## config.mk

```make
export PLATFORM = sky130hd
export DESIGN_NAME = sdram_init_refresh_seq
export DESIGN_NICKNAME = d
export VERILOG_FILES = /design/src/rtl/sdr_seq_pkg.sv /design/src/rtl/sdr_gap_timer.sv /design/src/rtl/sdr_refresh_timer.sv /design/src/rtl/sdr_init_fsm.sv /design/src/rtl/sdram_init_refresh_seq.sv
export SDC_FILE = /design/constraint.sdc
export NUM_CORES = 1
export LEC_CHECK = 0
export BUFFER_PORTS_ARGS = -buffer_cell sky130_fd_sc_hd__buf_4
export CORE_ASPECT_RATIO = 1.2
export CORE_MARGIN = 1.5
export CORE_UTILIZATION = 54
export CTS_BUF_LIST = sky130_fd_sc_hd__clkbuf_16
export CTS_CLUSTER_DIAMETER = 40
export CTS_CLUSTER_SIZE = 8
export DETAILED_ROUTE_END_ITERATION = 8
export PLACE_DENSITY_LB_ADDON = 0.3
export SYNTH_ARGS = -nofsm -noshare
export SYNTH_HDL_FRONTEND = slang
export SYNTH_SLANG_ARGS = --single-unit
export TNS_END_PERCENT = 100
```

## constraint.sdc

```tcl
create_clock -name clk -period 3.5 [get_ports clk]
set_clock_uncertainty 0.2 [all_clocks]
set_input_delay 0.35 -clock clk [delete_from_list [all_inputs] [get_ports clk]]
set_output_delay 0.35 -clock clk [all_outputs]
set_load 0.02 [all_outputs]
```

## src/rtl/sdr_seq_pkg.sv

```systemverilog
package sdr_seq_pkg;

  // Command codes as {cs_n, ras_n, cas_n, we_n}
  typedef enum logic [3:0] {
    CMD_MRS  = 4'b0000,
    CMD_AREF = 4'b0001,
    CMD_PRE  = 4'b0010,
    CMD_NOP  = 4'b0111
  } sdr_cmd_e;

  typedef enum logic [2:0] {
    ST_PWR,
    ST_AREF,
    ST_LMR,
    ST_EMR,
    ST_FINAL,
    ST_RUN
  } seq_state_e;

endpackage

```

## src/rtl/sdr_gap_timer.sv

```systemverilog
// Down counter that spaces commands; zero means the next step may issue.
module sdr_gap_timer #(
  parameter int W = 16
) (
  input  logic         clk,
  input  logic         rst,
  input  logic [W-1:0] rst_val,
  input  logic         load,
  input  logic [W-1:0] load_val,
  output logic         zero
);

  logic [W-1:0] cnt;

  always_ff @(posedge clk) begin
    if (rst) begin
      cnt <= rst_val;
    end else if (load) begin
      cnt <= load_val;
    end else if (cnt != '0) begin
      cnt <= cnt - 1'b1;
    end
  end

  assign zero = (cnt == '0);

endmodule

```

## src/rtl/sdr_refresh_timer.sv

```systemverilog
// Interval counter with a single sticky pending flag.
module sdr_refresh_timer #(
  parameter int W = 16
) (
  input  logic         clk,
  input  logic         rst,
  input  logic         start,
  input  logic [W-1:0] period,
  input  logic         take,
  output logic         pend
);

  logic         running;
  logic [W-1:0] rc;
  logic [W-1:0] reload;

  // A zero period behaves as a period of one cycle
  assign reload = (period == '0) ? '0 : period - 1'b1;

  always_ff @(posedge clk) begin
    if (rst) begin
      running <= 1'b0;
      rc      <= '0;
      pend    <= 1'b0;
    end else if (start) begin
      running <= 1'b1;
      rc      <= reload;
      pend    <= 1'b0;
    end else if (running) begin
      if (rc == '0) begin
        rc   <= reload;
        pend <= 1'b1;
      end else begin
        rc <= rc - 1'b1;
        if (take) begin
          pend <= 1'b0;
        end
      end
    end
  end

endmodule

```

## src/rtl/sdr_init_fsm.sv

```systemverilog
// Script walker: picks the next command when the gap timer reaches zero
// and registers the whole command bus.
module sdr_init_fsm
  import sdr_seq_pkg::*;
#(
  parameter int              ADDR_W    = 12,
  parameter int              BANK_W    = 2,
  parameter int              TIM_W     = 4,
  parameter int              GAP_W     = 16,
  parameter int              TMRD      = 2,
  parameter int              INIT_AREF = 8,
  parameter logic [BANK_W-1:0] EXT_BA  = 2'b10
) (
  input  logic              clk,
  input  logic              rst,
  input  logic              gap_zero,
  input  logic [TIM_W-1:0]  cfg_trp,
  input  logic [TIM_W-1:0]  cfg_trc,
  input  logic [2:0]        cfg_cas_lat,
  input  logic [2:0]        cfg_burst_len,
  input  logic              cfg_ext_en,
  input  logic [ADDR_W-1:0] cfg_ext_val,
  input  logic              ref_pend,
  input  logic              ref_grant,
  output logic              gap_load,
  output logic [GAP_W-1:0]  gap_val,
  output logic              ref_start,
  output logic              ref_take,
  output logic              ready,
  output logic              cke,
  output logic [3:0]        cmd,
  output logic [BANK_W-1:0] ba,
  output logic [ADDR_W-1:0] addr
);

  localparam int AR_W = (INIT_AREF > 1) ? $clog2(INIT_AREF) : 1;
  localparam logic [AR_W-1:0] AR_LAST = AR_W'(INIT_AREF - 1);
  localparam logic [GAP_W-1:0] MRD_GAP = GAP_W'(TMRD - 1);

  seq_state_e        state, nxt_state;
  logic [AR_W-1:0]   ar_cnt, nxt_ar;
  sdr_cmd_e          nxt_cmd;
  logic [BANK_W-1:0] nxt_ba;
  logic [ADDR_W-1:0] nxt_addr;
  logic              nxt_ready;
  logic [TIM_W-1:0]  trp_e, trc_e;
  logic [GAP_W-1:0]  trp_gap, trc_gap;

  assign trp_e   = (cfg_trp == '0) ? TIM_W'(1) : cfg_trp;
  assign trc_e   = (cfg_trc == '0) ? TIM_W'(1) : cfg_trc;
  assign trp_gap = GAP_W'(trp_e) - GAP_W'(1);
  assign trc_gap = GAP_W'(trc_e) - GAP_W'(1);

  always_comb begin
    nxt_state = state;
    nxt_ar    = ar_cnt;
    nxt_cmd   = CMD_NOP;
    nxt_ba    = '0;
    nxt_addr  = '0;
    nxt_ready = ready;
    gap_load  = 1'b0;
    gap_val   = '0;
    ref_start = 1'b0;
    ref_take  = 1'b0;
    if (gap_zero) begin
      case (state)
        ST_PWR: begin
          nxt_cmd      = CMD_PRE;
          nxt_addr[10] = 1'b1;
          gap_load     = 1'b1;
          gap_val      = trp_gap;
          nxt_state    = ST_AREF;
        end
        ST_AREF: begin
          nxt_cmd  = CMD_AREF;
          gap_load = 1'b1;
          gap_val  = trc_gap;
          if (ar_cnt == AR_LAST) begin
            nxt_state = ST_LMR;
            nxt_ar    = '0;
          end else begin
            nxt_ar = ar_cnt + 1'b1;
          end
        end
        ST_LMR: begin
          nxt_cmd       = CMD_MRS;
          nxt_addr[6:4] = cfg_cas_lat;
          nxt_addr[2:0] = cfg_burst_len;
          gap_load      = 1'b1;
          gap_val       = MRD_GAP;
          nxt_state     = cfg_ext_en ? ST_EMR : ST_FINAL;
        end
        ST_EMR: begin
          nxt_cmd   = CMD_MRS;
          nxt_ba    = EXT_BA;
          nxt_addr  = cfg_ext_val;
          gap_load  = 1'b1;
          gap_val   = MRD_GAP;
          nxt_state = ST_FINAL;
        end
        ST_FINAL: begin
          nxt_ready = 1'b1;
          ref_start = 1'b1;
          nxt_state = ST_RUN;
        end
        ST_RUN: begin
          if (ref_pend && ref_grant) begin
            nxt_cmd  = CMD_AREF;
            ref_take = 1'b1;
            gap_load = 1'b1;
            gap_val  = trc_gap;
          end
        end
        default: nxt_state = ST_PWR;
      endcase
    end
  end

  always_ff @(posedge clk) begin
    if (rst) begin
      state  <= ST_PWR;
      ar_cnt <= '0;
      ready  <= 1'b0;
      cke    <= 1'b0;
      cmd    <= CMD_NOP;
      ba     <= '0;
      addr   <= '0;
    end else begin
      state  <= nxt_state;
      ar_cnt <= nxt_ar;
      ready  <= nxt_ready;
      cke    <= 1'b1;
      cmd    <= nxt_cmd;
      ba     <= nxt_ba;
      addr   <= nxt_addr;
    end
  end

endmodule

```

## src/rtl/sdram_init_refresh_seq.sv

```systemverilog
module sdram_init_refresh_seq
  import sdr_seq_pkg::*;
#(
  parameter int ADDR_W = 12,
  parameter int BANK_W = 2,
  parameter int TIM_W  = 4,
  parameter int PWR_W  = 16,
  parameter int REF_W  = 16,
  parameter int TMRD   = 2
) (
  input  logic              clk,
  input  logic              rst,
  input  logic [PWR_W-1:0]  cfg_pwr_wait,
  input  logic [TIM_W-1:0]  cfg_trp,
  input  logic [TIM_W-1:0]  cfg_trc,
  input  logic [2:0]        cfg_cas_lat,
  input  logic [2:0]        cfg_burst_len,
  input  logic              cfg_ext_en,
  input  logic [ADDR_W-1:0] cfg_ext_val,
  input  logic [REF_W-1:0]  cfg_ref_period,
  input  logic              ref_grant,
  output logic              ref_req,
  output logic              ready,
  output logic              sd_cke,
  output logic              sd_cs_n,
  output logic              sd_ras_n,
  output logic              sd_cas_n,
  output logic              sd_we_n,
  output logic [BANK_W-1:0] sd_ba,
  output logic [ADDR_W-1:0] sd_addr
);

  localparam int GAP_W = (PWR_W > TIM_W) ? PWR_W : TIM_W;

  logic             gap_zero;
  logic             gap_load;
  logic [GAP_W-1:0] gap_val;
  logic             ref_start;
  logic             ref_take;
  logic [3:0]       cmd;

  sdr_gap_timer #(.W(GAP_W)) u_gap (
    .clk      (clk),
    .rst      (rst),
    .rst_val  (GAP_W'(cfg_pwr_wait)),
    .load     (gap_load),
    .load_val (gap_val),
    .zero     (gap_zero)
  );

  sdr_refresh_timer #(.W(REF_W)) u_ref (
    .clk    (clk),
    .rst    (rst),
    .start  (ref_start),
    .period (cfg_ref_period),
    .take   (ref_take),
    .pend   (ref_req)
  );

  sdr_init_fsm #(
    .ADDR_W (ADDR_W),
    .BANK_W (BANK_W),
    .TIM_W  (TIM_W),
    .GAP_W  (GAP_W),
    .TMRD   (TMRD)
  ) u_fsm (
    .clk           (clk),
    .rst           (rst),
    .gap_zero      (gap_zero),
    .cfg_trp       (cfg_trp),
    .cfg_trc       (cfg_trc),
    .cfg_cas_lat   (cfg_cas_lat),
    .cfg_burst_len (cfg_burst_len),
    .cfg_ext_en    (cfg_ext_en),
    .cfg_ext_val   (cfg_ext_val),
    .ref_pend      (ref_req),
    .ref_grant     (ref_grant),
    .gap_load      (gap_load),
    .gap_val       (gap_val),
    .ref_start     (ref_start),
    .ref_take      (ref_take),
    .ready         (ready),
    .cke           (sd_cke),
    .cmd           (cmd),
    .ba            (sd_ba),
    .addr          (sd_addr)
  );

  assign {sd_cs_n, sd_ras_n, sd_cas_n, sd_we_n} = cmd;

endmodule

```

==> key figures, run 1 <==
Run status
  • Status: finished clean

GRT
  • Gr ovfl total: 0
  • Largest net degree at the start of global routing: 48
  • Initial antenna violation count: 0
  • First-pass GRT wire length: around 15000 microns
  • GRT Total Usage: 0.270
  • Vias in the first global route: 3345

Logic synthesis
  • Post-synth ARST share: 0
  • Number of flops mapped to enable cells by yosys: 16
  • Syn Area/Cell: 8.52 sq um
  • Mapped cell area: between 3000 and 4000 sq um
  • Dominant synthesized flop cell: dfxtp_1
  • Yosys cell types: 58
  • Post-synthesis sequential area ratio: 0.366
  • Cells after synthesis: 417
  • Number of synthesized register bits: 57
  • Syn. warnings: 0

Clock network
  • H-tree depth: 3
  • Post-cts resize count: 0
  • CTS Hold Buffers Added: 0
  • Clock sink count: 57
  • Clk buf depth: 2
  • Clock transition at path regs: 0.05 ns
  • Worst-Skew Late Latency: 0.33 ns
  • Inserted Clock Buffers: 9
  • CTS tree: yes
  • Clk root buf: clkbuf_16
  • Post-CTS Repair Setup Buffers: 0

Floorplanning
  • Row cnt: 32
  • Top Ports: 83
  • Core Region: 6410 sq um
  • DIE WIDTH: approximately 77 microns
  • Starting Density: 0.554
  • Die Y-Extent: just over 90 microns
  • Die area: 7070 sq um

Worst setup path
  • Worst EP required: 3.56 ns
  • CP Max Fanout: 15
  • Worst setup SP type: flip-flop
  • Critical path data arrival time: a little over 3 ns
  • Critical path class: flip-flop to flip-flop
  • Critical Path Sink Type: flip-flop
  • Worst flop-to-flop path startpoint: u_gap.cnt[0]
  • Worst setup startpoint: u_gap.cnt[0]

STA
  • Final setup viols: 0
  • Slew margin rel.: 0.344
  • Worst slew pin tran: 0.975 ns
  • RSZ-0062 raised after global routing: false
  • Max-slew violations: 0
  • Final Hold Vio Count: 0
  • Hold_ws: 0.0235 ns
  • Tmin final: 2.98 ns
  • Period utilisation layout: 0.852
  • Final setup TNS: 0 ns
  • Fmax: roughly 0.34 GHz

Placed design
  • Placed cell count: ~570
  • Post-DP HPWL: 6820 microns
  • Placer congestion estimate: around 0.97
  • Port bufs: 80

Drt
  • Met2 Wirelength: 4990 microns
  • Metal3 WL: 471 microns
  • Routed len/inst: 16.1 microns
  • Met1 WL: 3580 microns
  • Max layer used: met4
  • DR vias: 3558
  • DR pass1 iterations: 5
  • ANT nets after route: 0
  • DRT iter0 DRCs: ~210
  • DRT Wirelength: 9340 microns
  • Via density: 6.12
  • Residual DRC: 0

Finish
  • Area grow syn2layout: 27.4%
  • Fin nets: 560
  • Fin cells: 581
  • ANT cells: 0
  • Commonest non-fill, non-tap cells in the layout: 84 x buf_4, 41 x dfxtp_1, 29 x nor2_1
  • Share of cells above drive strength 1: 0.234
  • Leading cell type in the layout, fill and taps excluded: buf_4

Min path
  • Worst min path class: primary input to flip-flop
  • Hold wc startpoint: cfg_ext_val[9]

Pwr
  • Leakage power figure: 1.79 nW
  • Worst vdd ir: 0.000297 V
  • Power Total: 1.90 mW
  • Cell Pwr Density: 421 nW/um^2

Run
  • Max cap viols: 0
## synth_stat cells (7+ instances only)
cell / instances / share of area
dfxtp_1: 41 / 0.23
or3_1: 8 / 0.014
nand4_1: 8 / 0.014
a21oi_1: 26 / 0.037
a22o_1: 13 / 0.032
xor2_1: 9 / 0.022
o21ai_0: 21 / 0.030
inv_1: 15 / 0.016
nand3_1: 22 / 0.031
nand2_1: 26 / 0.027
ha_1: 7 / 0.025
nor2_1: 29 / 0.031
o31ai_1: 13 / 0.027
nor3_1: 24 / 0.034
edfxtp_1: 16 / 0.14
xnor2_1: 19 / 0.047
clkbuf_1: 15 / 0.016
nor4_1: 13 / 0.023
## critical path, stage by stage, from the launching register on
cell,delay (ns)
edfxtp_1,0.44
inv_1,0.09
ha_1,0.17
nor3b_1,0.52
nand3_2,0.32
or2_0,0.65
a211o_1,0.40
a31oi_1,0.12
## report_power, final
part | switching, mW | total, mW | internal, mW
sequential | 0.0264 | 0.732 | 0.706
clock | 0.303 | 0.991 | 0.688
combinational | 0.0860 | 0.180 | 0.0944
## metrics by stage
stage                     area, sq um  setup WS (ns)   util
final                            4520          0.518  0.706
after global routing             4520          0.331  0.706
after CTS                        4520          0.544  0.706
after detailed placement         4190          0.557  0.654
after global placement           4190          0.653  0.654
after floorplan                  3550          0.826      -
## registers in the layout (all words and copies together), names as in the netlist
name and count:
u_fsm.addr 12, u_fsm.ar_cnt 3, u_gap.cnt 16, u_fsm.state 3, u_fsm.ready 1, u_fsm.ba 1, u_fsm.cke 1, u_ref.rc 16
u_ref.pend 1, u_fsm.cmd 3
## metal layers
metal  vias up  GRT usage
li1       1728          -
met1      1681      0.290
met2       122      0.506
met3        27     0.0448
met4         0      0.135
met5         -          0
## area by class of cell
| cell class | count | area (sq um) |
|---|---|---|
| multi-input combinational | 324 | 2090 |
| fill | 522 | 1880 |
| sequential | 57 | 1300 |
| timing repair buffer | 84 | 631 |
| clock buffer | 9 | 225 |
| clock inverter | 7 | 110 |
| tap | 85 | 106 |
| inverter | 15 | 56.3 |
## kinds of logic (layout without fill, tap and decap cells)
logic type | Yosys count | count (layout) | synth area share
buf+inv | 37 | 115 | 0.0451
other cells | 1 | 2 | 0.00106
simple gates | 175 | 175 | 0.278
flops | 57 | 57 | 0.366
xor+xnor | 28 | 28 | 0.0691
compound gates | 107 | 107 | 0.202
mux | 5 | 5 | 0.0141
fa+ha+maj | 7 | 7 | 0.0247
## worst paths after layout
kind | slack [ns] | to | depth (start not counted)
worst max-delay path | 0.52 | u_ref.rc[0] | 7
worst min-delay path | 0.02 | u_fsm.addr[9] | 2
worst max register to register | 0.52 | u_ref.rc[0] | 7
worst min register to register | 0.30 | u_fsm.ar_cnt[1] | 2
No activity file was read; power rests on OpenSTA's default activity.
==> run 2, diff against run 1 <==
--- a/config.mk
+++ b/config.mk
@@ -8,7 +8,7 @@
 export BUFFER_PORTS_ARGS = -buffer_cell sky130_fd_sc_hd__buf_4
 export CORE_ASPECT_RATIO = 1.2
 export CORE_MARGIN = 1.5
-export CORE_UTILIZATION = 54
+export CORE_UTILIZATION = 25
 export CTS_BUF_LIST = sky130_fd_sc_hd__clkbuf_16
 export CTS_CLUSTER_DIAMETER = 40
 export CTS_CLUSTER_SIZE = 8
==> run 2 against run 1 <==
Against the previous run: critical path depth down 2; count of clock-buffer cells in the layout did not move; worst setup slack gained 0.093 ns; clock power decreased by 20%; worst hold slack worse by 0.0073 ns; utilization shrank 37 points; non-clock buffer count rose by 3; combinational power about the same; critical path type unchanged; flip-flop and latch count is the same; fmax rose by 3.2%; sequential power hardly changed; global-route usage is 14 points lower.
==> key figures, run 2 (same netlist as run 1, synthesis figures left out) <==
Run status
  • Status: finished clean

Floorplanning
  • Die Y-Extent: 134 microns (+45%)
  • Starting Density: 0.257 (-0.297)
  • Row cnt: 47 (+47%)
  • DIE WIDTH: 112 microns (+45%)
  • Core Region: 13800 sq um (+120%)
  • Top Ports: 83 (unchanged)
  • Die area: 14900 sq um (+110%)

Worst setup path
  • Worst-path cell chain: or4_4 > or4b_4 > or2_0 > a211o_1 > a31oi_1
  • Critical path's largest stage delay: 0.59 ns (-0.06 ns)
  • Worst EP required: 3.56 ns (about the same)
  • Critical path class: flip-flop to flip-flop
  • FF-to-FF path depth: 5 (-2)
  • Critical path data arrival time: 2.94 ns (-0.10 ns)
  • Reg2Reg Setup Slack: 0.61 ns (+0.09 ns)
  • Critical Path Sink Type: flip-flop
  • Worst setup SP type: flip-flop
  • Reg-to-Reg End: u_ref.rc[0]
  • Slowest library cell on the worst path: or4_4
  • Worst flop-to-flop path startpoint: u_gap.cnt[11]
  • CP Max Fanout: 15 (unchanged)

Finish
  • Share of cells above drive strength 1: 0.244 (+0.0106)
  • Final Instance Area: 4600 sq um (+1.6%)
  • Fillcell total: 1470 (+180%)
  • Area grow syn2layout: 29.4%
  • Top flop regs: u_gap.cnt (16), u_ref.rc (16), u_fsm.addr (12)
  • ANT cells: 0 (unchanged)
  • Leading cell type in the layout, fill and taps excluded: buf_4
  • Final core utilization: 0.333 (-0.374)
  • Fin nets: 563 (+0.54%)
  • Commonest non-fill, non-tap cells in the layout: 87 x buf_4, 41 x dfxtp_1, 29 x nor2_1

STA
  • Worst slew pin tran: 0.888 ns (-0.0871 ns)
  • RSZ-0062 raised after global routing: false
  • Fmax: 0.346 GHz (+3.2%)
  • Hold_ws: 0.0163 ns (-0.00728 ns)
  • Tmin final: 2.89 ns (-0.0932 ns)
  • Period utilisation layout: 0.825 (-0.0266)
  • Max-slew violations: 0 (unchanged)
  • Final setup viols: 0 (unchanged)
  • Final Hold Vio Count: 0 (unchanged)
  • Slew margin rel.: 0.408 (+0.0640)
  • Final setup TNS: 0 ns (unchanged)

Placed design
  • Placed Area: 4320 sq um (+3.3%)
  • Post-DP HPWL: 7380 microns (+8.3%)
  • Port bufs: 80 (unchanged)
  • Placer congestion estimate: 0.853 (-12%)

GRT
  • M3 GR Usage: 0.0387 (-0.00610)
  • Vias in the first global route: 3311 (-1.0%)
  • GR Util met1: 0.162 (-0.128)
  • GR peak layer: met2
  • First-pass GRT wire length: 15900 microns (+5.8%)
  • Met2 global-route usage: 0.219 (-0.287)
  • Largest net degree at the start of global routing: 48 (unchanged)
  • Initial antenna violation count: 0 (unchanged)
  • GRT Total Usage: 0.132 (-0.138)
  • Gr ovfl total: 0 (unchanged)

Min path
  • Hold Crit Depth: 2 (unchanged)
  • Worst min path class: primary input to flip-flop
  • Hold EP: u_fsm.addr[9]
  • Hold wc startpoint: cfg_ext_val[9]

Clock network
  • CTS Hold Buffers Added: 0 (unchanged)
  • Clock transition at path regs: 0.05 ns (about the same)
  • Worst-Skew Late Latency: 0.33 ns (about the same)
  • Post-cts resize count: 0 (unchanged)
  • Clock sink count: 57 (unchanged)
  • CTS tree: yes
  • Clk buf depth: 2 (unchanged)
  • H-tree depth: 3 (unchanged)
  • Inserted Clock Buffers: 9 (unchanged)
  • Clk root buf: clkbuf_16
  • Post-CTS Repair Setup Buffers: 0 (unchanged)

Drt
  • DR vias: 3465 (-2.6%)
  • DR pass1 iterations: 4 (-1)
  • Via density: 5.17 (-16%)
  • DRT iter0 DRCs: 262 (+24%)
  • DRT Wirelength: 9840 microns (+5.3%)
  • Routed len/inst: 14.7 microns (-8.7%)
  • Residual DRC: 0 (unchanged)
  • ANT nets after route: 0 (unchanged)

Run
  • Max cap viols: 0 (unchanged)

Pwr
  • Cell Pwr Density: 371 nW/um^2 (-12%)
  • Worst vdd ir: 0.000233 V (-21%)
  • Leakage power figure: 1.78 nW (-0.69%)
run 2: cell types whose count changed in the layout (fill, tap and decap cells not counted), sizes merged:
cell	delta
buf	+3
bufinv	-3
clkinv	+3
run 2: routing by layer:
| layer | routed length, microns | vias to the layer above |
|---|---|---|
| met5 | 0 | - |
| met2 | 4690 | 129 |
| met4 | 136 | 0 |
| met1 | 4320 | 1594 |
| li1 | - | 1730 |
| met3 | 690 | 12 |
run 2: how the worst max path moves through the flow:
stage / startpoint / endpoint / slack [ns] / depth (start not counted)
2_1_floorplan: u_gap.cnt[0] / u_gap.cnt[14] / 0.83 / 7
3_3_place_gp: u_gap.cnt[11] / u_ref.rc[0] / 0.67 / 5
3_5_place_dp: u_gap.cnt[11] / u_ref.rc[0] / 0.64 / 5
4_1_cts: u_gap.cnt[11] / u_ref.rc[0] / 0.62 / 5
5_1_grt: u_gap.cnt[11] / u_ref.rc[0] / 0.47 / 5
6_report: u_gap.cnt[11] / u_ref.rc[0] / 0.61 / 5
run 2: through the flow:
| step | setup WS [ns] | std cells | total power [mW] |
|---|---|---|---|
| 6_report | 0.611 | 670 | 1.71 |
| 5_1_grt | 0.468 | 670 | 1.78 |
| 4_1_cts | 0.619 | 670 | 1.74 |
| 3_5_place_dp | 0.638 | 654 | 0.925 |
| 3_3_place_gp | 0.670 | 654 | 0.922 |
| 2_1_floorplan | 0.826 | 418 | 0.833 |
run 2: final cells by class:
class / count / area [sq um] / share of cell area
clock buffer: 9 / 225 / 0.0490
clock inverter: 7 / 46.3 / 0.0101
inverter: 15 / 56.3 / 0.0123
multi-input combinational: 324 / 2100 / 0.457
sequential: 57 / 1300 / 0.283
tap: 171 / 214 / 0.0466
timing repair buffer: 87 / 653 / 0.142
run 2: report_power, final:
part,switching [mW],total (mW),internal (mW)
Sequential,0.0241,0.730,0.706
Clock,0.318,0.794,0.476
Combinational,0.0868,0.183,0.0962
Total,0.429,1.71,1.28
run 2: worst max-delay path, delay by kind of cell (launching register included):
| kind | cells | cell delay [ns] |
|---|---|---|
| AO/OA/AOI/OAI | 2 | 0.50 |
| flip-flops | 1 | 0.44 |
| AND/OR/NAND/NOR | 3 | 1.67 |
==> run 3, diff against run 2 <==
==> constraint.sdc (replaced) <==
create_clock -name clk -period 2.66 [get_ports clk]
set_clock_uncertainty 0.2 [all_clocks]
set_input_delay 0.266 -clock clk [delete_from_list [all_inputs] [get_ports clk]]
set_output_delay 0.266 -clock clk [all_outputs]
set_load 0.02 [all_outputs]
==> run 3 against run 2 <==
Against the previous run: die area unchanged; non-clock buffer count up 43; first-iteration DRC count up 24%; combinational power up 50%; sequential share of layout area down 2.2 points; utilization up 2.8 points; count of clock-buffer cells in the layout unchanged; worst setup slack worse by 0.53 ns; fmax up 12%; register-to-register slack worse by 0.53 ns.
==> key figures, run 3 (same netlist as run 1, synthesis figures left out) <==
Run status
  • Status: finished clean

STA
  • Period utilisation layout: 0.971 (+0.146)
  • Final setup TNS: 0 ns (unchanged)
  • Slew margin rel.: 0.653 (+0.245)
  • Fmax: 0.387 GHz (+12%)
  • Final Hold Vio Count: 0 (unchanged)
  • Hold_ws: 0.0130 ns (-0.00328 ns)
  • Tmin final: 2.58 ns (-0.306 ns)
  • Final setup viols: 0 (unchanged)
  • Max-slew violations: 0 (unchanged)
  • Worst slew pin tran: 0.516 ns (-0.372 ns)
  • RSZ-0062 raised after global routing: false
  • Final WS setup: 0.0764 ns (-0.534 ns)

Worst setup path
  • Worst EP required: 2.71 ns (-0.85 ns)
  • CP Max Fanout: 7 (-8)
  • Critical path class: flip-flop to flip-flop
  • Critical Path Sink Type: flip-flop
  • Worst setup SP type: flip-flop
  • Critical path data arrival time: 2.64 ns (-0.30 ns)
  • FF-to-FF path depth: 6 (+1)

Placed design
  • Placer congestion estimate: 0.855 (+0.26%)
  • Post-DP HPWL: 7600 microns (+3.0%)
  • Post-Place Worst Slack: 0.0188 ns (-0.620 ns)
  • Port bufs: 80 (unchanged)
  • Placed Area: 4520 sq um (+4.5%)

GRT
  • M3 GR Usage: 0.0278 (-0.0109)
  • Largest net degree at the start of global routing: 48 (unchanged)
  • Met2 global-route usage: 0.235 (+0.0163)
  • First-pass GRT wire length: 16600 microns (+4.4%)
  • Vias in the first global route: 3448 (+4.1%)
  • GR peak layer: met2
  • Gr ovfl total: 0 (unchanged)
  • GRT Total Usage: 0.139 (+0.00702)
  • Initial antenna violation count: 0 (unchanged)
  • GR Util met1: 0.166 (+0.00431)

Pwr
  • Int Power: 1.79 mW (+40%)
  • NetSw: 548 uW (+28%)
  • Sw frac: 0.235 (-0.0166)
  • Cell Pwr Density: 469 nW/um^2 (+26%)
  • Worst vdd ir: 0.000329 V (+41%)
  • Clock group share of total power: 0.471 (+0.006)
  • Logic pwr share: 0.117 (+0.010)
  • Seq pwr share: 0.411 (-0.017)
  • Leakage power figure: 1.99 nW (+12%)

Drt
  • DRT Wirelength: 10500 microns (+6.7%)
  • Via density: 5.10 (-1.4%)
  • Routed len/inst: 14.7 microns (+0.24%)
  • Residual DRC: 0 (unchanged)
  • DR vias: 3636 (+4.9%)
  • ANT nets after route: 0 (unchanged)
  • DRT iter0 DRCs: 324 (+24%)
  • DR pass1 iterations: 4 (unchanged)

Clock network
  • Clock transition at path regs: 0.05 ns (about the same)
  • Worst-Skew Late Latency: 0.33 ns (about the same)
  • H-tree depth: 3 (unchanged)
  • Inserted Clock Buffers: 9 (unchanged)
  • Clock sink count: 57 (unchanged)
  • Clk root buf: clkbuf_16
  • Post-CTS Repair Setup Buffers: 0 (unchanged)
  • Clk buf depth: 2 (unchanged)
  • CTS tree: yes

Floorplanning
  • DIE WIDTH: 112 microns (unchanged)
  • Row cnt: 47 (unchanged)
  • Core Region: 13800 sq um (unchanged)
  • Die area: 14900 sq um (unchanged)
  • Die Y-Extent: 134 microns (unchanged)
  • Starting Density: 0.257 (unchanged)
  • Top Ports: 83 (unchanged)

Finish
  • Share of cells above drive strength 1: 0.268 (+0.0230)
  • Fin nets: 606 (+7.6%)
  • Fillcell total: 1401 (-4.7%)
  • Final core utilization: 0.360 (+0.0275)
  • Leading cell type in the layout, fill and taps excluded: buf_4
  • Top flop regs: u_gap.cnt (16), u_ref.rc (16), u_fsm.addr (12)
  • ANT cells: 0 (unchanged)
  • Commonest non-fill, non-tap cells in the layout: 113 x buf_4, 41 x dfxtp_1, 28 x nor2_1
  • Final Instance Area: 4980 sq um (+8.3%)
  • Area grow syn2layout: 40.1%

Run
  • Max cap viols: 0 (unchanged)

Min path
  • Worst min path class: primary input to flip-flop
  • Hold Crit Depth: 3 (+1)
-- run 3: cell types whose count changed in the layout (fill, tap and decap cells not counted), moves of 2 or more --
cell and change:
clkinv_1 +2, clkinv_4 -2, inv_1 +2, buf_4 +26, dlygate4sd3_1 +17
-- run 3: final cells by class --
type | count | area (sq um) | share of cell area
Tap cell | 171 | 214 | 0.0430
Inverter | 15 | 56.3 | 0.0113
Clock buffer | 9 | 225 | 0.0453
Multi-Input combinational cell | 324 | 2110 | 0.423
Timing Repair Buffer | 130 | 1020 | 0.205
Sequential cell | 57 | 1300 | 0.262
Clock inverter | 7 | 55.1 | 0.0111
-- run 3: what timing repair did --
item | in CTS | in global routing
hold buffers | 17 | 0
gates resized for setup | 1 | 2
pin swaps | 0 | 0
setup endpoints to repair | 1 | 2
endpoints found under the hold margin | 11 | 0
-- run 3: layer usage --
metal / vias to the layer above / routed length, microns / part of all wire
met5: - / 0 / 0
met4: 0 / 260 / 0.025
met3: 19 / 568 / 0.054
met2: 118 / 5010 / 0.48
met1: 1675 / 4660 / 0.44
li1: 1824 / - / -
-- run 3: worst paths after layout --
check | slack, ns | startpoint | end
worst max-delay path | 0.08 | u_gap.cnt[11] | u_ref.rc[9]
worst min-delay path | 0.01 | cfg_pwr_wait[5] | u_gap.cnt[5]
worst max register to register | 0.08 | u_gap.cnt[11] | u_ref.rc[9]
worst min register to register | 0.30 | u_fsm.ar_cnt[1] | u_fsm.ar_cnt[1]
-- run 3: critical path, cell delays in order, from the launching register on --
cell	delay, ns
edfxtp_1	0.39
or4_4	0.57
or4b_4	0.51
buf_4	0.17
o22ai_2	0.33
nand3_1	0.16
o22ai_1	0.16
-- run 3: per-stage QoR --
| stage | total power, mW | std cells |
|---|---|---|
| after floorplan | 1.10 | 418 |
| after global placement | 1.22 | 680 |
| after global routing | 2.43 | 713 |
| final | 2.33 | 713 |
| after CTS | 2.36 | 713 |
| after detailed placement | 1.23 | 680 |
-- run 3: power by group through the flow --
| stage | Clock [mW] | Combinational (mW) | Sequential, mW |
|---|---|---|---|
| finish | 1.10 | 0.274 | 0.960 |
| global route | 1.17 | 0.301 | 0.963 |
| CTS | 1.13 | 0.275 | 0.959 |
| detailed placement | 0 | 0.252 | 0.977 |
| global placement | 0 | 0.249 | 0.975 |
| floorplan | 0 | 0.125 | 0.972 |
